<file path="src/rtl/nib_dly_pkg.sv">
package nib_dly_pkg;

   typedef enum logic [1:0] {
      OP_LOAD = 2'b00,
      OP_INC  = 2'b01,
      OP_DEC  = 2'b10,
      OP_NOP  = 2'b11
   } tap_op_e;

   // register map (neighbouring firmware decodes these offsets)
   localparam int A_RCTRL = 'h03;
   localparam int A_BMASK = 'h05;
   localparam int A_BCTRL = 'h06;
   localparam int A_RISE  = 'h07;
   localparam int A_FALL  = 'h08;
   localparam int A_ODLY0 = 'h0B;
   localparam int A_RMASK = 'h11;
   localparam int A_IDLY0 = 'h12;
   localparam int A_CRSE  = 'h18;

   localparam int OP_LSB    = 10;
   localparam int ST_UNF    = 6;
   localparam int ST_OVF    = 7;
   localparam int MAX_SLICE = 6;

   function automatic bit is_mapped(int a, int nslice);
      return (a == A_RCTRL) || (a == A_BMASK) || (a == A_BCTRL) ||
             (a == A_RISE) || (a == A_FALL) || (a == A_RMASK) || (a == A_CRSE) ||
             (a >= A_ODLY0 && a < A_ODLY0 + nslice) ||
             (a >= A_IDLY0 && a < A_IDLY0 + nslice);
   endfunction

endpackage

</file>
<file path="src/rtl/nib_tap_ctr.sv">
module nib_tap_ctr #(
   parameter int unsigned W   = 10,
   parameter bit          SAT = 1'b0
) (
   input  logic         clk,
   input  logic         rst_n,
   input  logic         ld,
   input  logic [W-1:0] ld_val,
   input  logic         inc,
   input  logic         dec,
   output logic [W-1:0] q
);

   localparam logic [W-1:0] TOP = {W{1'b1}};

   logic [W-1:0] nxt;

   generate
      if (SAT) begin : g_sat
         always_comb begin
            nxt = q;
            if (ld)                    nxt = ld_val;
            else if (inc && q != TOP)  nxt = q + 1'b1;
            else if (dec && q != '0)   nxt = q - 1'b1;
         end
      end else begin : g_wrap
         always_comb begin
            nxt = q;
            if (ld)       nxt = ld_val;
            else if (inc) nxt = q + 1'b1;
            else if (dec) nxt = q - 1'b1;
         end
      end
   endgenerate

   always_ff @(posedge clk) begin
      if (!rst_n) q <= '0;
      else        q <= nxt;
   end

endmodule

</file>
<file path="src/rtl/nib_rst_stretch.sv">
module nib_rst_stretch #(
   parameter int unsigned N   = 6,
   parameter int unsigned CYC = 8
) (
   input  logic         clk,
   input  logic         rst_n,
   input  logic [N-1:0] trig,
   output logic [N-1:0] pulse
);

   localparam int unsigned CW = $clog2(CYC + 1);

   generate
      for (genvar i = 0; i < N; i++) begin : g_slice
         logic [CW-1:0] cnt;
         always_ff @(posedge clk) begin
            if (!rst_n)          cnt <= '0;
            else if (trig[i])    cnt <= CW'(CYC);
            else if (cnt != '0)  cnt <= cnt - 1'b1;
         end
         assign pulse[i] = (cnt != '0);
      end
   endgenerate

endmodule

</file>
<file path="src/rtl/nib_dly_regfile.sv">
module nib_dly_regfile
   import nib_dly_pkg::*;
#(
   parameter int unsigned NSLICE  = 6,
   parameter int unsigned TAP_W   = 10,
   parameter int unsigned CRSE_W  = 5,
   parameter int unsigned RST_CYC = 8,
   parameter int unsigned DATA_W  = 16,
   parameter int unsigned ADDR_W  = 7
) (
   input  logic                     clk,
   input  logic                     rst_n,
   input  logic                     wr_en,
   input  logic [ADDR_W-1:0]        addr,
   input  logic [DATA_W-1:0]        wdata,
   output logic [DATA_W-1:0]        rdata,
   output logic [NSLICE*TAP_W-1:0]  odly_o,
   output logic [NSLICE*TAP_W-1:0]  idly_o,
   output logic [TAP_W-1:0]         rise_o,
   output logic [TAP_W-1:0]         fall_o,
   output logic [CRSE_W-1:0]        crse_o,
   output logic [NSLICE-1:0]        slice_rst_o
);

   localparam int unsigned BM_W = 2 * NSLICE;
   localparam logic [CRSE_W-1:0] CRSE_TOP = {CRSE_W{1'b1}};

   // elaboration-time parameter checks
   generate
      if (NSLICE < 1 || NSLICE > MAX_SLICE) begin : g_bad_nslice
         $error("NSLICE must lie in 1..6");
      end
      if (TAP_W > OP_LSB || CRSE_W > TAP_W || CRSE_W < 1) begin : g_bad_w
         $error("tap widths must fit below the operation field");
      end
      if (DATA_W < 16 || ADDR_W < 7) begin : g_bad_bus
         $error("DATA_W must be >= 16 and ADDR_W >= 7");
      end
      if (RST_CYC < 1) begin : g_bad_cyc
         $error("RST_CYC must be at least 1");
      end
   endgenerate

   tap_op_e op;
   assign op = tap_op_e'(wdata[OP_LSB+1:OP_LSB]);

   function automatic logic hit(input logic [ADDR_W-1:0] a_in, input int a_ref);
      return (a_in == ADDR_W'(a_ref));
   endfunction

   // control registers
   logic [BM_W-1:0]   bmask_q;
   logic [NSLICE-1:0] rst_mask_q;
   logic              bc_go_q, bc_dir_q;
   logic              unf_st, ovf_st;

   logic wr_rctrl, wr_bctrl, st_clr;
   assign wr_rctrl = wr_en && hit(addr, A_RCTRL);
   assign wr_bctrl = wr_en && hit(addr, A_BCTRL);
   assign st_clr   = wr_rctrl && wdata[DATA_W-1];

   always_ff @(posedge clk) begin
      if (!rst_n) begin
         bmask_q    <= '0;
         rst_mask_q <= '0;
      end else begin
         if (wr_en && hit(addr, A_BMASK)) bmask_q    <= wdata[BM_W-1:0];
         if (wr_en && hit(addr, A_RMASK)) rst_mask_q <= wdata[NSLICE-1:0];
      end
   end

   // broadcast arm bit: set by a write, cleared after one application
   always_ff @(posedge clk) begin
      if (!rst_n) begin
         bc_go_q  <= 1'b0;
         bc_dir_q <= 1'b0;
      end else if (wr_bctrl) begin
         bc_go_q  <= wdata[0];
         bc_dir_q <= wdata[1];
      end else if (bc_go_q) begin
         bc_go_q  <= 1'b0;
      end
   end

   logic bc_up, bc_dn;
   assign bc_up = bc_go_q && !bc_dir_q;
   assign bc_dn = bc_go_q &&  bc_dir_q;

   // input / output delay taps
   logic [TAP_W-1:0] odly_q [NSLICE];
   logic [TAP_W-1:0] idly_q [NSLICE];

   generate
      for (genvar i = 0; i < NSLICE; i++) begin : g_io
         logic o_hit, i_hit;
         assign o_hit = wr_en && hit(addr, A_ODLY0 + i);
         assign i_hit = wr_en && hit(addr, A_IDLY0 + i);

         nib_tap_ctr #(.W(TAP_W), .SAT(1'b0)) u_odly (
            .clk    (clk),
            .rst_n  (rst_n),
            .ld     (o_hit && op == OP_LOAD),
            .ld_val (wdata[TAP_W-1:0]),
            .inc    (o_hit ? (op == OP_INC) : (bc_up && !bmask_q[i])),
            .dec    (o_hit ? (op == OP_DEC) : (bc_dn && !bmask_q[i])),
            .q      (odly_q[i])
         );

         nib_tap_ctr #(.W(TAP_W), .SAT(1'b0)) u_idly (
            .clk    (clk),
            .rst_n  (rst_n),
            .ld     (i_hit && op == OP_LOAD),
            .ld_val (wdata[TAP_W-1:0]),
            .inc    (i_hit ? (op == OP_INC) : (bc_up && !bmask_q[NSLICE+i])),
            .dec    (i_hit ? (op == OP_DEC) : (bc_dn && !bmask_q[NSLICE+i])),
            .q      (idly_q[i])
         );

         assign odly_o[i*TAP_W +: TAP_W] = odly_q[i];
         assign idly_o[i*TAP_W +: TAP_W] = idly_q[i];
      end
   endgenerate

   // strobe edge delays
   logic r_hit, f_hit, c_hit;
   assign r_hit = wr_en && hit(addr, A_RISE);
   assign f_hit = wr_en && hit(addr, A_FALL);
   assign c_hit = wr_en && hit(addr, A_CRSE);

   nib_tap_ctr #(.W(TAP_W), .SAT(1'b0)) u_rise (
      .clk    (clk),
      .rst_n  (rst_n),
      .ld     (r_hit && op == OP_LOAD),
      .ld_val (wdata[TAP_W-1:0]),
      .inc    (r_hit && op == OP_INC),
      .dec    (r_hit && op == OP_DEC),
      .q      (rise_o)
   );

   nib_tap_ctr #(.W(TAP_W), .SAT(1'b0)) u_fall (
      .clk    (clk),
      .rst_n  (rst_n),
      .ld     (f_hit && op == OP_LOAD),
      .ld_val (wdata[TAP_W-1:0]),
      .inc    (f_hit && op == OP_INC),
      .dec    (f_hit && op == OP_DEC),
      .q      (fall_o)
   );

   // coarse delay: saturating, with sticky limit flags
   logic c_inc, c_dec;
   assign c_inc = c_hit && op == OP_INC;
   assign c_dec = c_hit && op == OP_DEC;

   nib_tap_ctr #(.W(CRSE_W), .SAT(1'b1)) u_crse (
      .clk    (clk),
      .rst_n  (rst_n),
      .ld     (c_hit && op == OP_LOAD),
      .ld_val (wdata[CRSE_W-1:0]),
      .inc    (c_inc),
      .dec    (c_dec),
      .q      (crse_o)
   );

   always_ff @(posedge clk) begin
      if (!rst_n) begin
         unf_st <= 1'b0;
         ovf_st <= 1'b0;
      end else begin
         unf_st <= (unf_st && !st_clr) || (c_dec && crse_o == '0);
         ovf_st <= (ovf_st && !st_clr) || (c_inc && crse_o == CRSE_TOP);
      end
   end

   // per-bitslice reset pulses
   logic [NSLICE-1:0] rst_trig;
   assign rst_trig = wr_rctrl ? (wdata[NSLICE-1:0] & ~rst_mask_q) : '0;

   nib_rst_stretch #(.N(NSLICE), .CYC(RST_CYC)) u_rst (
      .clk   (clk),
      .rst_n (rst_n),
      .trig  (rst_trig),
      .pulse (slice_rst_o)
   );

   // read mux
   always_comb begin
      rdata = '0;
      if (hit(addr, A_RCTRL)) begin
         rdata[NSLICE-1:0] = slice_rst_o;
         rdata[ST_UNF]     = unf_st;
         rdata[ST_OVF]     = ovf_st;
      end
      if (hit(addr, A_BMASK)) rdata = DATA_W'(bmask_q);
      if (hit(addr, A_BCTRL)) rdata = DATA_W'({bc_dir_q, bc_go_q});
      if (hit(addr, A_RISE))  rdata = DATA_W'(rise_o);
      if (hit(addr, A_FALL))  rdata = DATA_W'(fall_o);
      if (hit(addr, A_RMASK)) rdata = DATA_W'(rst_mask_q);
      if (hit(addr, A_CRSE))  rdata = DATA_W'(crse_o);
      for (int i = 0; i < NSLICE; i++) begin
         if (hit(addr, A_ODLY0 + i)) rdata = DATA_W'(odly_q[i]);
         if (hit(addr, A_IDLY0 + i)) rdata = DATA_W'(idly_q[i]);
      end
   end

endmodule

</file>
<file path="config.mk">
export PLATFORM = sky130hd
export DESIGN_NAME = nib_dly_regfile
export DESIGN_NICKNAME = d
export VERILOG_FILES = /design/src/rtl/nib_dly_pkg.sv /design/src/rtl/nib_tap_ctr.sv /design/src/rtl/nib_rst_stretch.sv /design/src/rtl/nib_dly_regfile.sv
export SDC_FILE = /design/constraint.sdc
export NUM_CORES = 1
export LEC_CHECK = 0
export ABC_AREA = 1
export BUFFER_PORTS_ARGS = -buffer_cell sky130_fd_sc_hd__buf_2
export CAP_MARGIN = 20
export CORE_MARGIN = 10
export CORE_UTILIZATION = 60
export CTS_BUF_LIST = sky130_fd_sc_hd__clkbuf_8
export CTS_CLUSTER_DIAMETER = 80
export DETAILED_ROUTE_END_ITERATION = 8
export PLACE_DENSITY = 0.82
export SYNTH_ARGS = -nofsm -noshare
export SYNTH_HDL_FRONTEND = slang
export SYNTH_SLANG_ARGS = --single-unit
</file>
<file path="constraint.sdc">
create_clock -name clk -period 4 [get_ports clk]
set_input_delay 0.8 -clock clk [delete_from_list [all_inputs] [get_ports clk]]
set_output_delay 0.8 -clock clk [all_outputs]
set_load 0.005 [all_outputs]
</file>
After elaboration in Yosys (flattened, before gate mapping):

Cells that the tools add are included.

* bits in registers: 191
* bits of input ports: 26
* output and inout port bits: 167
* word-level logic and storage cells: 322

* $add $sub $neg: 36
* eq/ne operators: 23
* mux-type cells: 101
* bitwise gates (word level): 3
* reduce and logical (&&, ||, !) cells: 126

Operators with widths (count)
* $mux 10: 42
* $mux 16: 17
* $add 10x1->10 const B: 14
* $sub 10x1->10 const B: 14
* $logic_and 1x1->1: 73
* $eq 7x5->1 const B: 9
* $mux 4: 12
* $reduce_bool 3->1: 15
* $eq 7x4->1 const B: 6
* $mux 1: 24
* $reduce_bool 4->1: 6
* $sub 4x1->4 const B: 6
* $eq 7x3->1 const B: 3
* $mux 5: 3
* $logic_not 1->1: 14
* $mux 12: 1
* $reduce_bool 2->1: 6
* $reduce_or 2->1: 6
* $mux 8: 1
* $eq 7x2->1 const B: 1
* $and 6x6->6: 1
* $mux 6: 1
* $not 6->6: 1
* $add 5x1->5 const B: 1
* 11 further kinds: 12

Depth between registers and ports, before layout:

* depth in word-level cells: 20
* mapped depth: 21

By module:

A second synthesis with hierarchy kept.

* cells, all modules: 2742
* area total of the unflattened synthesis: 17508.0 um^2

Modules (own cells, without submodules)
* nib_tap_ctr at g_io[2].u_idly ...: instances 9, cells each 136, area an instance 913.4 um^2
* nib_tap_ctr at g_io[0].u_idly ...: instances 4, cells each 140, area an instance 928.4 um^2
* nib_dly_regfile: instances 1, cells each 583, area an instance 2937.8 um^2
* nib_rst_stretch: instances 1, cells each 179, area an instance 1305.0 um^2
* nib_tap_ctr at g_io[5].u_odly: instances 1, cells each 136, area an instance 905.9 um^2
* nib_tap_ctr at u_crse: instances 1, cells each 60, area an instance 425.4 um^2

Worst setup path after synthesis:

No wires, ideal clock.

* path type: input to register
* start point: in addr[5]
* end point: reg g_io[5].u_odly.q[8]
* setup time: 0.120 ns
* data arrival time: 3.379 ns
* data required time: 3.880 ns
* path slack: 0.501 ns
* cell stages on the path: 19
* path buffers: 0
* cell sequence: nor2_4 nand2_4 inv_2 nand2_1 nor2_1 nand2_1 o21ai_1 ha_1 a21oi_1 nand2_1 nand2_1 nand2_1 a21oi_1 nor2_1 o21ai_0 nand2_1 xor2_1 a21oi_1 a21oi_1

* longest elaborated chain between the ends: 5
* elaborated cells on any way between the ends: 8
* those cells by class: eq/ne: 1; mux: 4; reduce/logical: 3

Ends and longest elaborated chain
* start: declaration: line nib_dly_regfile.sv:14 `input logic [ADDR_W-1:0] addr,`
* $eq 7x5->1 (*): line nib_dly_regfile.sv:48 `return (a_in == ADDR_W'(a_ref));`
* $logic_and 1x1->1 (*): line nib_dly_regfile.sv:96 `assign o_hit = wr_en && hit(addr, A_ODLY0 + i);`
* $mux 1: line nib_dly_regfile.sv:104 `.inc (o_hit ? (op == OP_INC) : (bc_up && !bmask_q[i])),`
* $mux 10: line nib_tap_ctr.sv:30 `else if (inc) nxt = q + 1'b1;`
* $mux 10: line nib_tap_ctr.sv:29 `if (ld) nxt = ld_val;`
* end signal: assignment: line nib_tap_ctr.sv:38 `else q <= nxt;`
* end: declaration: line nib_tap_ctr.sv:11 `output logic [W-1:0] q`

Every way passes the cells marked *; elsewhere a longest branch is shown, timed or not.
A chain may end at the register's enable or synchronous reset.

Worst setup path after layout:

* start point: in addr[0]
* end point: out rdata[8]

* longest elaborated chain between the ends: 19
* elaborated cells on any way between the ends: 36
* those cells by class: eq/ne: 18; mux: 18

Ends and longest elaborated chain
* $eq 7x3->1: line nib_dly_regfile.sv:48
* $mux 12: line nib_dly_regfile.sv:194 `if (hit(addr, A_BMASK)) rdata = DATA_W'(bmask_q);`
* $mux 16: line nib_dly_regfile.sv:195 `if (hit(addr, A_BCTRL)) rdata = DATA_W'({bc_dir_q, bc_go_q});`
* $mux 16: line nib_dly_regfile.sv:196 `if (hit(addr, A_RISE)) rdata = DATA_W'(rise_o);`
* $mux 16: line nib_dly_regfile.sv:197 `if (hit(addr, A_FALL)) rdata = DATA_W'(fall_o);`
* $mux 16: line nib_dly_regfile.sv:198 `if (hit(addr, A_RMASK)) rdata = DATA_W'(rst_mask_q);`
* $mux 16: line nib_dly_regfile.sv:199 `if (hit(addr, A_CRSE)) rdata = DATA_W'(crse_o);`
* $mux 16: line nib_dly_regfile.sv:201 `if (hit(addr, A_ODLY0 + i)) rdata = DATA_W'(odly_q[i]);`
* [... 3 more ...]
* $mux 16: line nib_dly_regfile.sv:201
* $mux 16: line nib_dly_regfile.sv:202 `if (hit(addr, A_IDLY0 + i)) rdata = DATA_W'(idly_q[i]);`
* $mux 16: line nib_dly_regfile.sv:201
* $mux 16: line nib_dly_regfile.sv:202
* $mux 16: line nib_dly_regfile.sv:201
* $mux 16: line nib_dly_regfile.sv:202
* $mux 16: line nib_dly_regfile.sv:201
* $mux 16 (*): line nib_dly_regfile.sv:202
* end: declaration: line nib_dly_regfile.sv:16 `output logic [DATA_W-1:0] rdata,`

Marked as above.

==> results.sh <==
export IMPL_status="completed"
export IMPL_fp_dieH_um=178.3
export IMPL_fin_crit_sh=0.9747
export IMPL_synth_most_common_cell="nand2_1"
export IMPL_first_iter_violations=1990
export IMPL_cts_buffers=17
export IMPL_synth_edf_count=0
export IMPL_pwr_density_cell_nw_per_um2=266.9
export IMPL_tightest_slew_ns=1.109
export IMPL_fp_row_count=57
export IMPL_vias=16777
export IMPL_placed_area_um2=16360
export IMPL_synth_ff_type="dfxtp_1"
export IMPL_cts_sinks=191
export IMPL_ys_seq_area_frac=0.2544
export IMPL_worstHoldStart="ovf_st"
export IMPL_start_util=0.6145
export IMPL_use_met2=0.5153
export IMPL_drv_cap=0
export IMPL_layout_drive_gt1_share=0.1356
export IMPL_overflow=0
export IMPL_insertion_delay_ns=0.48
export IMPL_fmax_ghz=0.2565
export IMPL_fin_area_um2=16730
export IMPL_hold_viol=0
export IMPL_worst_path_max_fanout=8
export IMPL_leakagePower_uw=0.008007
export IMPL_start_kind="input pin"
export IMPL_cts_root_buf="clkbuf_8"
export IMPL_die_w_um=178.3
export IMPL_endpoint_kind="primary output"
export IMPL_drt_first_pass_iters=6
export IMPL_gp_congestion=1.003
export IMPL_syn_inst=2257
export IMPL_rr_endpoint="g_io[2].u_idly.q[8]"
export IMPL_viasPerCell=6.061
export IMPL_hold_path_end="ovf_st"
export IMPL_final_setup_viol_count=0
export IMPL_critical_path_class="input pin to primary output"
export IMPL_post_synth_main_area_contributors="dfxtp_1, nand2_1, ha_1"
export IMPL_ys_types=54
export IMPL_syn2layout_area_growth_pct=11.31
export IMPL_r2r_start="bc_go_q"
export IMPL_r2r_cells=15
export IMPL_avgSynthCellArea_um2=6.660
export IMPL_coreArea_um2=24460
export IMPL_async_reset_ff_frac=0
export IMPL_dp_hpwl_um=40900
export IMPL_path_clk_slew_ns=0.09
export IMPL_hold_class="flop to flop"
export IMPL_postCtsSetupRepairBufs=0
export IMPL_finClkSkew_ns=0.02234
export IMPL_htree_levels=4
export IMPL_num_io_pins=193
export IMPL_yosysWarnings=0
export IMPL_dieArea_um2=31780
export IMPL_grt_antenna_before_repair=3
export IMPL_nNetsFinal=2597
export IMPL_top_usage_layer="met2"
export IMPL_r2r_slack_ns=0.86
export IMPL_cts_max_path_buffers=2
export IMPL_drv_slew=0
export IMPL_drcViolationCount=0
export IMPL_grt_first_pass_wirelength_um=84300
export IMPL_grtUsageMet1=0.4421
export IMPL_synth_top_cell_area_share=0.2544
export IMPL_grt_pass1_vias=15515
export IMPL_met3_usage=0.05856
export IMPL_finalPower_uw=4466
export IMPL_synth_seq_cells=191
export IMPL_grt_usage=0.3307
export IMPL_drt_wirelength_per_cell_um=19.55
export IMPL_syn_area_um2=15030
export IMPL_required_ns=3.20
export IMPL_synth_common_cells="nand2_1, o21ai_0, a21oi_1"
export IMPL_cts_tree="yes"
export IMPL_vdd_ir_drop_max_mv=0.3161
export IMPL_grt_max_degree=81
export IMPL_fill_cells=2175
export IMPL_io_buffer_count=185
export IMPL_cp_data_arrival_time_ns=3.10
export IMPL_whs_path_depth=2
export IMPL_tns_ns=0
export IMPL_synth_top_area_cell="dfxtp_1"
export IMPL_wirelength_um=54100
export IMPL_slew_headroom=0.2541
export IMPL_period_needed_ns=3.899
export IMPL_drtAntennaViolNets=0
==> area by class of cell <==
cell class                 count  area, µm²  share of cell area
multi-input combinational   1758      10010              0.5982
sequential                   191       3824              0.2285
timing repair buffer         230       1264             0.07553
inverter                     231      867.1             0.05182
tap                          324      405.4             0.02423
clock buffer                  18      247.7             0.01481
clock inverter                13      107.6            0.006431
antenna                        3      7.507           0.0004487
==> registers in the layout (all words and copies together), names as in the netlist <==
signal / count
g_io.u_idly.q: 60
g_io.u_odly.q: 60
u_rst.g_slice.cnt: 24
bmask_q: 12
u_fall.q: 10
u_rise.q: 10
rst_mask_q: 6
u_crse.q: 5
bc_dir_q: 1
bc_go_q: 1
ovf_st: 1
unf_st: 1
==> power by group <==
group          leakage (µW)  switching (µW)  internal (µW)
combinational       0.00629             706            375
sequential          0.00154             107           2020
clock              0.000169             796            457
==> cells by family after synthesis <==
| logic type | synth area share |
|---|---|
| simple gates | 0.2535 |
| compound gates | 0.2306 |
| xor+xnor | 0.05477 |
| other cells | 0.0002495 |
| flops | 0.2544 |
| buf+inv | 0.08082 |
| fa+ha+maj | 0.1257 |
==> routing by layer <==
metal  up-vias  wire, µm
met3       143      5969
met2       874     24110
li1       7998         -
met5         -         0
met4         0      2125
met1      7762     21900
==> worst max path at each step <==
stage	startpoint	endpoint	slack, ns	cells past startpoint
final	addr[0]	rdata[8]	0.10	12
after detailed placement	addr[5]	g_io[5].u_odly.q[8]	-0.03	22
after floorplan	addr[5]	g_io[5].u_odly.q[8]	0.50	19
after global routing	addr[0]	rdata[5]	-0.02	15
after global placement	addr[5]	g_io[5].u_odly.q[8]	0.06	22
after CTS	addr[5]	rdata[8]	0.08	13
==> cell usage in the layout, fill, tap and decap left out, drive strengths merged, types with 4 or more instances in the layout <==
| cell type | n |
|---|---|
| nand2 | 489 |
| o21ai | 258 |
| a21oi | 241 |
| inv | 232 |
| buf | 230 |
| nor2 | 194 |
| dfxtp | 191 |
| ha | 127 |
| nand3 | 106 |
| xor2 | 71 |
| a31oi | 36 |
| nand4 | 35 |
| or2 | 29 |
| nor3 | 28 |
| a211oi | 27 |
| xnor2 | 23 |
| o22ai | 20 |
| clkbuf | 18 |
| fa | 15 |
| a311oi | 8 |
| a221oi | 7 |
| clkinv | 7 |
| o211ai | 5 |
| clkinvlp | 5 |
| nand3b | 4 |
| a21o | 4 |
| o21bai | 4 |
| o2111ai | 4 |
| o221a | 4 |
| conb | 4 |
==> critical path: stages <==
cell     delay, ns
buf_2         0.13
nor2_1        0.13
inv_2         0.10
nor2_1        0.20
nand2_1       0.26
o21ai_0       0.44
nand4_1       0.19
o21ai_1       0.22
nand4_1       0.17
nor3_2        0.21
nand4_1       0.10
buf_2         0.14
==> through the flow <==
stage / std cells / setup slack [ns] / utilization / hold WS (ns)
floorplan: 2260 / 0.5013 / - / 0.4446
global placement: 2734 / 0.05655 / 0.6690 / 0.4660
detailed placement: 2734 / -0.03125 / 0.6690 / 0.4689
CTS: 2765 / 0.07990 / 0.6835 / 0.4820
global route: 2768 / -0.02219 / 0.6840 / 0.5149
finish: 2768 / 0.1011 / 0.6840 / 0.4862
==> what timing repair did <==
action                     4_1_cts  5_1_grt
hold buffers                     0        0
setup endpoints to repair        0        3
gates resized for setup          0        4
Power figures use the tool's default switching activity.
